--- config.mk ---
export PLATFORM = sky130hd
export DESIGN_NAME = i2c_ee_byte_master
export DESIGN_NICKNAME = d
export VERILOG_FILES = /design/src/rtl/i2c_ee_byte_master.sv
export SDC_FILE = /design/constraint.sdc
export NUM_CORES = 1
export LEC_CHECK = 0
export BUFFER_PORTS_ARGS = -buffer_cell sky130_fd_sc_hd__buf_4
export CAP_MARGIN = 20
export CORE_UTILIZATION = 50
export DETAILED_ROUTE_END_ITERATION = 10
export HOLD_SLACK_MARGIN = 0.03
export MAX_ROUTING_LAYER = met4
export PLACE_DENSITY_LB_ADDON = 0.12
export REMOVE_ABC_BUFFERS = 1
export SYNTH_ARGS = -nofsm -noshare
export SYNTH_HDL_FRONTEND = slang
export SYNTH_SLANG_ARGS = --single-unit
--- constraint.sdc ---
create_clock -name clk -period 2.92 [get_ports clk]
set_input_delay 0.292 -clock clk [delete_from_list [all_inputs] [get_ports clk]]
set_output_delay 0.292 -clock clk [all_outputs]
set_load 0.1 [all_outputs]
--- src/rtl/i2c_ee_byte_master.sv ---
module i2c_ee_byte_master #(
  parameter int CW = 12
) (
  input  logic          clk,
  input  logic          rst_n,
  input  logic [CW-1:0] half_cnt,
  input  logic          start,
  input  logic          rd_nwr,
  input  logic [6:0]    dev_addr,
  input  logic [7:0]    mem_addr,
  input  logic [7:0]    wr_data,
  output logic          busy,
  output logic          done,
  output logic          err,
  output logic [7:0]    rd_data,
  output logic          scl_oe,
  output logic          sda_oe,
  input  logic          sda_in
);

  typedef enum logic [3:0] {
    S_IDLE, S_START, S_LOW, S_HIGH, S_RS_LOW, S_RS_HIGH, S_P_LOW, S_P_HIGH, S_P_END
  } st_t;

  st_t           st;
  logic [CW-1:0] cnt;
  logic [3:0]    bitn;
  logic [1:0]    idx;
  logic [7:0]    sh;
  logic          rd_q;
  logic [6:0]    dev_q;
  logic [7:0]    mem_q, wd_q;
  logic          past_ok;

  wire [CW-1:0] reload = (half_cnt == '0) ? '0 : half_cnt - CW'(1);
  wire tick      = (cnt == '0);
  wire is_rx     = rd_q && (idx == 2'd3);
  wire last_byte = rd_q ? (idx == 2'd3) : (idx == 2'd2);
  wire in_byte   = (st == S_LOW) || (st == S_HIGH);
  wire drive_bit = in_byte && (bitn != 4'd8) && !is_rx && !sh[7];

  assign busy   = (st != S_IDLE);
  assign scl_oe = (st == S_LOW) || (st == S_RS_LOW) || (st == S_P_LOW);
  assign sda_oe = drive_bit || (st == S_START) || (st == S_P_LOW) || (st == S_P_HIGH);

  always_ff @(posedge clk or negedge rst_n) begin
    if (!rst_n) begin
      st      <= S_IDLE;
      cnt     <= '0;
      bitn    <= '0;
      idx     <= '0;
      sh      <= '0;
      rd_q    <= 1'b0;
      dev_q   <= '0;
      mem_q   <= '0;
      wd_q    <= '0;
      done    <= 1'b0;
      err     <= 1'b0;
      rd_data <= '0;
    end else begin
      done <= 1'b0;
      if (st == S_IDLE) begin
        if (start) begin
          rd_q  <= rd_nwr;
          dev_q <= dev_addr;
          mem_q <= mem_addr;
          wd_q  <= wr_data;
          err   <= 1'b0;
          idx   <= '0;
          bitn  <= '0;
          sh    <= {dev_addr, 1'b0};
          cnt   <= reload;
          st    <= S_START;
        end
      end else if (!tick) begin
        cnt <= cnt - CW'(1);
      end else begin
        cnt <= reload;
        case (st)
          S_START:   st <= S_LOW;
          S_LOW:     st <= S_HIGH;
          S_HIGH: begin
            if (bitn != 4'd8) begin
              sh   <= {sh[6:0], sda_in};
              bitn <= bitn + 4'd1;
              st   <= S_LOW;
            end else begin
              bitn <= '0;
              if (!is_rx && sda_in) begin
                err <= 1'b1;
                st  <= S_P_LOW;
              end else if (last_byte) begin
                if (is_rx) rd_data <= sh;
                st <= S_P_LOW;
              end else if (rd_q && idx == 2'd1) begin
                idx <= 2'd2;
                sh  <= {dev_q, 1'b1};
                st  <= S_RS_LOW;
              end else begin
                idx <= idx + 2'd1;
                sh  <= (idx == 2'd0) ? mem_q : (idx == 2'd1) ? wd_q : 8'hFF;
                st  <= S_LOW;
              end
            end
          end
          S_RS_LOW:  st <= S_RS_HIGH;
          S_RS_HIGH: st <= S_START;
          S_P_LOW:   st <= S_P_HIGH;
          S_P_HIGH:  st <= S_P_END;
          S_P_END: begin
            st   <= S_IDLE;
            done <= 1'b1;
          end
          default:   st <= S_IDLE;
        endcase
      end
    end
  end

  always_ff @(posedge clk or negedge rst_n)
    if (!rst_n) past_ok <= 1'b0;
    else        past_ok <= 1'b1;

  p_sda_only_start_stop_r6: assert property (@(posedge clk) disable iff (!rst_n)
    (past_ok && !scl_oe && !$past(scl_oe) && (sda_oe != $past(sda_oe)))
      |-> ((st == S_START && sda_oe) || (st == S_P_END && !sda_oe)));

  p_idle_release_r5: assert property (@(posedge clk) disable iff (!rst_n)
    !busy |-> (!scl_oe && !sda_oe));

  p_done_pulse_r9: assert property (@(posedge clk) disable iff (!rst_n)
    done |=> !done);

  p_rd_hold_r9: assert property (@(posedge clk) disable iff (!rst_n)
    (past_ok && !busy && !$past(busy)) |-> $stable(rd_data));

  p_busy_latch_r8: assert property (@(posedge clk) disable iff (!rst_n)
    (past_ok && busy && $past(busy))
      |-> ($stable(dev_q) && $stable(rd_q) && $stable(mem_q) && $stable(wd_q)));

  p_nack_stop_r7: assert property (@(posedge clk) disable iff (!rst_n)
    $rose(err) |-> (st == S_P_LOW));

  p_half_len_r4: assert property (@(posedge clk) disable iff (!rst_n)
    (past_ok && $past(busy) && (st != $past(st))) |-> ($past(cnt) == '0));

endmodule

## Word level (Yosys, flattened, before mapping)

Cells that the tools add are included.

- Add/sub/neg operators: 4
- Equality and inequality tests: 18
- Mux-type cells: 45
- Bitwise gates (word level): 3
- Reductions and logical operators: 29

Operators with widths:

| cell | number |
|---|---|
| 8-bit two-way mux | 10 |
| 12-bit two-way mux | 4 |
| 4-bit two-way mux | 8 |
| 4-bit one-hot mux with 7 select lines | 1 |
| 12-bit logical NOT | 2 |
| 12-bit by 1-bit subtractor with 12-bit output, second input constant | 2 |
| 4-bit by 3-bit == test with 1-bit output, second input constant | 4 |
| 2-bit two-way mux | 8 |
| 3-bit two-way mux | 4 |
| 1-bit two-way mux | 10 |
| 5-bit AND reduction | 2 |
| 4-bit by 2-bit == test with 1-bit output, second input constant | 2 |
| 7-bit AND reduction | 1 |
| 1-bit logical AND | 6 |
| 1-bit logical OR | 6 |
| 6-bit AND reduction | 1 |
| 2-bit nonzero test | 3 |
| 4-bit by 1-bit adder with 4-bit output, second input constant | 1 |
| 2-bit == test, second input constant | 2 |
| 4-bit by 1-bit == test with 1-bit output, second input constant | 1 |
| 4-bit == test, second input constant | 1 |
| 4-bit logical NOT | 1 |
| 2-bit by 1-bit inequality test with 1-bit output, second input constant | 2 |
| 2-bit inequality test, second input constant | 2 |
| 11 further kinds | 15 |

- Flip-flop bits (word level): 64
- Input port bits: 40
- Output and inout bits: 13
- Logic and storage cells: 111

## Longest topological paths before layout

Gate-level depths: netlist (run 1).

- Depth after elaboration: 10
- Gate-level depth with buffers: 10
- Depth with buffers taken out: 7

## Worst setup path after synthesis (run 1)

No wires, ideal clock.

- Path kind: flip-flop to output port
- Start point: register bitn[0]
- End point: output port sda_oe
- Arrival: 2.876 ns
- Data required time: 2.628 ns
- Path slack: -0.248 ns
- Cell stages (with the launch flop): 9
- Path buffers: 2
- Cell sequence: dfrtp_1 > inv_1 > ha_1 > and3b_1 > clkbuf_1 > clkbuf_1 > nor3b_1 > o21ai_0 > a21oi_1

- Cells in the longest elaborated chain, start to end: 7

Ends and longest elaborated chain:

| item | line | RTL |
|---|---|---|
| start: declaration | 27 | `logic [3:0] bitn;` |
| start signal: assignment | 85 | `bitn <= bitn + 4'd1;` |
| 4-bit inequality test | 40 | `wire drive_bit = in_byte && (bitn != 4'd8) && !is_rx && !sh[7];` |
| 1-bit logical AND (3 in series) | 40 |  |
| 1-bit logical OR (3 in series) | 44 | `assign sda_oe = drive_bit \|\| (st == S_START) \|\| (st == S_P_LOW) \|\| (st == S_P_HIGH);` |
| end: declaration | 17 | `output logic sda_oe,` |

No other way between the ends.

## Final worst setup path (run 1)

Ends and elaborated chain as after synthesis.

==> results of run 1 <==
[sequential cells by signal, indices dropped and copies added (netlist names)]
register,cells
dev_q,7
rd_data,8
cnt,12
idx,2
err,1
st,4
done,1
sh,8
rd_q,1
wd_q,8
bitn,4
mem_q,8
[area by class of cell]
cell class	instances	area, sq um
multi-input combinational	264	1940
timing repair buffer	59	443
fill	583	2560
inverter	12	45.0
sequential	64	1600
clock buffer	9	124
tap	96	120
clock inverter	7	103
[where the power goes]
group | switching [mW] | leakage, nW | internal, mW
Clock | 0.380 | 0.110 | 0.489
Sequential | 0.0817 | 0.849 | 0.941
Combinational | 0.145 | 1.09 | 0.137
Total | 0.606 | 2.05 | 1.57
[path summary, 6_finish.rpt]
check                            from  endpoint  slack [ns]  cells after the start
setup / recovery              bitn[0]    sda_oe        0.37                      7
hold / removal                  rst_n    idx[1]        0.05                      1
setup reg to reg               cnt[0]     sh[5]        0.45                      7
hold reg to reg              mem_q[0]  mem_q[0]        0.50                      1
max in group asynchronous       rst_n    cnt[9]        2.33                      1
min in group clk           wr_data[7]   wd_q[7]        0.17                      2
[metrics by stage]
| step | power [mW] | utilization |
|---|---|---|
| final | 2.17 | 0.631 |
| after global routing | 2.27 | 0.631 |
| after CTS | 2.19 | 0.631 |
| after detailed placement | 1.32 | 0.598 |
| after global placement | 1.31 | 0.598 |
| after floorplan | 1.19 | - |
[cell usage in the layout, fill, tap and decap left out, types with 3 or more instances in the layout]
cell       n
and2_1     3
or3_1      3
nor2b_1   11
dfrtp_1   64
ha_1      10
nand2_1   20
nor3b_1    4
buf_4     59
clkbuf_8   9
nand2b_1   5
xnor2_1    4
nor4_1     4
nor3_1     9
a21oi_1   24
mux2_1     4
o31ai_1    4
xor2_1     5
and3_1     3
o21ai_0   20
o211ai_1   9
nor2_1    22
a22o_1     3
mux2_2    38
nand3_1   14
inv_1     12
[routing by layer]
layer	global-route usage	routed length [um]	up-vias
li1	-	-	1421
met1	0.307	3720	1410
met2	0.394	4160	78
met3	0.0566	324	10
met4	0.0745	95	0
met5	-	0	-
[cells by family (layout without fill, tap and decap cells)]
family                   Yosys count  after routing  share of synthesized area
XOR/XNOR                           9              9                     0.0214
flip-flops                        64             64                      0.436
adder cells (fa/ha/maj)           10             10                     0.0340
buffers and inverters             30             87                     0.0357
AO/OA/AOI/OAI                     84             84                      0.154
multiplexers                      43             43                      0.131
AND/OR/NAND/NOR                  118            118                      0.188
==> results.md, run 1 <==
- Status: finished, final reports clean
- Post-synth EDFFs: 0
- # clock sinks: 64
- Mapped cell area: 3680 sq um
- Largest net degree at the start of global routing: 65
- Clk root buf: clkbuf_8
- Post-CTS Setup Inserts: 0
- Crit path max fanout: 14
- Final worst slack: 0.372 ns
- Worst path top cell family by delay: simple AND/OR/NAND/NOR gates
- Antenna Nets Post-Route: 0
- Pins Over Slew Limit: 0
- Post-Syn Instances: 358
- Final std cells w/o fill: 511
- IO Pins: 53
- Global placement routability congestion: 0.874
- Row count: 30
- Layout cell share with drive strength beyond 1: 0.306
- Port bufs: 52
- Die Span X: 87.8 um
- Cts repair resizes: 0
- Top cells by area, synth: dfrtp_1 44%, mux2_2 12%, ha_1 3.4%, a21oi_1 3.3%, o21ai_0 2.7%
- First DRT Iteration DRCs: 112
- GRT Total Usage: 0.245
- Startpoint Class: flip-flop
- Max_cap viols: 0
- Critical Path, Cell by Cell: inv_1 -> ha_1 -> and3b_1 -> nor3b_1 -> o21ai_0 -> a21oi_1 -> buf_4
- CTS clk-pin slew, worst paths: 0.08 ns
- Sequential area share after synthesis: 0.436
- Vias per cell: 5.71
- Setup violations, final: 0
- Static leakage: 2.05 nW
- DRT Pass-1 Iters: 4
- Unique masters post-synth: 65
- Initial core utilization: 0.530
- Ant. Diodes: 0
- Core Area: 6940 sq um
- Slowest CP cell: dfrtp_1
- Clock Tree Buf Depth: 2
- RSZ-0062 raised after global routing: false
- DP Area: 4150 sq um
- Die height: 87.8 um
- Largest area contributor in the synthesized netlist: dfrtp_1
- Setup_tns: 0 ns
- Place WS: 0.496 ns
- Max Fclk: 0.393 GHz
- Top post-synthesis cells by count: 64 x dfrtp_1, 38 x mux2_2, 24 x a21oi_1, 22 x nor2_1
- DIE AREA: 7700 sq um
- Critical Path Sink Type: output pin
- Antenna violations before repair: 0
- Hold slack: 0.0467 ns
- Via count: 2919
- Mean Syn Cell Area: 10.3 sq um
- Global-route wire length before repair: 14000 um
- Area growth syn-to-layout: 19.1%
- Critical path arrival: 2.26 ns
- Max-slew headroom: 0.448
- Hold_buf cts: 0
- Slowest stage delay, CP: 0.41 ns
- Placed insts: 495
- Critical path class: flip-flop to output pin
- Clock Latency Late Sink: 0.35 ns
- Final WL: 8310 um
- Drt wl/cell: 16.3 um
- Final period util: 0.873
- Worst-margin pin slew: 0.828 ns
- Worst vdd ir: 0.419 mV
- Count leader, synth: dfrtp_1
- GRT overflow: 0
- Period minus WS final: 2.55 ns
- Top-area cell type share of the netlist area: 0.436
- Ys Warns: 0
- Ys async rst share: 1.00
- HP Class: input pin to asynchronous set/reset pin
- Cell area power density: 496 nW/um^2
- DRC viols: 0
- CTS Buf Count: 9
- Worst Path Required: 2.63 ns
- Hold Vio Cnt, Final: 0
- CP Buf/Inv Count: 2
- H-tree depth: 3
- DP Wirelength: 5950 um
- CTS tree: done
- Ys flop type: dfrtp_1
- Yosys reg bits: 64
- Vias in the first global route: 2918
- Fin area: 4380 sq um
- Clk_skew: 0.0168 ns
- Final nets: 460
(Power assumes the default switching activity.)
==> run 2, diff against run 1 <==
- CAP_MARGIN: 20 -> 15
- GPL_TIMING_DRIVEN: default -> 0
==> run 2 against run 1 <==
Clock power is 6.7% lower. Largest power group unchanged. First-iteration DRC count is 50% higher. Design area is 0.37% lower. Via count is 2.3% higher. Setup slack worse by 0.055 ns.
==> results.md, run 2 (synthesized netlist as in run 1, its figures left out) <==
- CTS clk-pin slew, worst paths: 0.08 ns (about the same)
- CTS Buf Count: 9 (unchanged)
- H-tree depth: 3 (unchanged)
- Area growth syn-to-layout: 18.7%
- Largest net degree at the start of global routing: 65 (unchanged)
- DIE AREA: 7700 sq um (unchanged)
- Initial core utilization: 0.530 (unchanged)
- Layout cell share with drive strength beyond 1: 0.309 (+0.00315)
- Worst Setup SP: cnt[0]
- Die Span X: 87.8 um (unchanged)
- Critical path arrival: 2.84 ns (+0.58 ns)
- HP Class: input pin to asynchronous set/reset pin
- # fillers: 595 (+2.1%)
- Vias per cell: 5.85 (+2.5%)
- Global placement routability congestion: 0.877 (+0.30%)
- Drt wl/cell: 17.2 um (+5.9%)
- Hold Vio Cnt, Final: 0 (unchanged)
- Commonest non-fill, non-tap cells in the layout: 64 x dfrtp_1, 55 x buf_4, 38 x mux2_2
- Biggest register: cnt
- Die height: 87.8 um (unchanged)
- GRT overflow: 0 (unchanged)
- Worst vdd ir: 0.273 mV (-35%)
- RR Startpoint: cnt[0]
- Hold_buf cts: 0 (unchanged)
- CTS tree: done
- Antenna Nets Post-Route: 0 (unchanged)
- DP Wirelength: 5740 um (-3.6%)
- DRT Pass-1 Iters: 4 (unchanged)
- Clock Tree Buf Depth: 2 (unchanged)
- Worst-margin pin slew: 0.810 ns (-0.0179 ns)
- Cell area power density: 484 nW/um^2 (-2.4%)
- Static leakage: 2.03 nW (-1.0%)
- Max Fclk: 0.384 GHz (-2.1%)
- Startpoint Class: flip-flop
- First DRT Iteration DRCs: 168 (+50%)
- Clk_skew: 0.00815 ns (-0.00867 ns)
- Reg2Reg Setup Slack: 0.32 ns (-0.13 ns)
- Pins Over Slew Limit: 0 (unchanged)
- Worst Path Required: 3.16 ns (+0.53 ns)
- Via count: 2986 (+2.3%)
- Critical Path Sink Type: flip-flop
- Crit path max fanout: 8 (-6)
- DRC viols: 0 (unchanged)
- Core Area: 6940 sq um (unchanged)
- Placed insts: 488 (-1.4%)
- Final std cells w/o fill: 510 (-0.20%)
- Setup violations, final: 0 (unchanged)
- Max FFs per register: 12 (unchanged)
- Max-slew headroom: 0.460 (+0.0120)
- Vias in the first global route: 2904 (-0.48%)
- Setup_tns: 0 ns (unchanged)
- Final period util: 0.891 (+0.0190)
- Port bufs: 52 (unchanged)
- Multi-input gate area: 1960 sq um (+1.0%)
- Final nets: 459 (-0.22%)
- Clock Latency Late Sink: 0.35 ns (about the same)
- Global-route wire length before repair: 14400 um (+2.9%)
- Max_cap viols: 0 (unchanged)
- Row count: 30 (unchanged)
- RSZ-0062 raised after global routing: false
- Antenna violations before repair: 0 (unchanged)
- Final WL: 8780 um (+5.6%)
- GRT Total Usage: 0.258 (+0.0133)
- Status: finished, final reports clean
- Most common cell after layout, fill and taps aside: dfrtp_1
- IO Pins: 53 (unchanged)
- Ant. Diodes: 0 (unchanged)
- Clk root buf: clkbuf_8
- Critical path class: flip-flop to flip-flop
- # clock sinks: 64 (unchanged)
- Period minus WS final: 2.60 ns (+0.0554 ns)
- Sequential cell area: 1600 sq um (unchanged)
run 2: report_power, final:
group          total, mW  internal (mW)  switching [mW]
Combinational      0.279          0.136           0.143
Sequential          1.02          0.940          0.0811
Clock              0.811          0.418           0.393
run 2: what timing repair did:
item	4_1_cts	5_1_grt
buffers inserted	3	0
resized for setup	3	0
endpoints found under the setup margin	59	0
run 2: area by class of cell:
class | instances | area share
multi-input cells | 265 | 0.450
repair buffers | 56 | 0.0958
well taps | 96 | 0.0275
flip-flops and latches | 64 | 0.367
clock buffers | 10 | 0.0315
inverters | 12 | 0.0112
clock inverters | 6 | 0.0158
repair inverters | 1 | 0.00115
run 2: through the flow:
stage               hold slack [ns]  setup slack (ns)   util  total power, mW  area [sq um]
finish                      0.00151             0.317  0.628             2.11          4360
global route                 0.0885             0.179  0.628             2.20          4360
CTS                          0.0634             0.334  0.628             2.11          4360
detailed placement            0.441            -0.952  0.591             1.32          4100
global placement              0.440            -0.943  0.591             1.31          4100
floorplan                  -0.00359           -0.0615      -             1.19          3590
run 2: final timing paths:
check / cells past startpoint / to
max in group asynchronous: 1 / mem_q[1]
min: 1 / st[3]
max reg2reg: 7 / sh[3]
min reg2reg: 2 / err
max: 7 / sh[3]
min in group clk: 2 / rd_q
run 2: critical path, stage by stage (launching register included):
cell and delay (ns):
dfrtp_1 0.44, inv_1 0.10, ha_1 0.14, nor3b_1 0.44, and4_1 0.49, a21boi_4 0.14
a31oi_4 0.35, mux2_2 0.39
run 2: metal layers:
metal	up-vias	global-route usage	share of wire
met1	1478	0.333	0.45
li1	1415	-	-
met5	-	-	0
met3	12	0.0405	0.042
met4	0	0.0924	0.018
met2	81	0.412	0.49
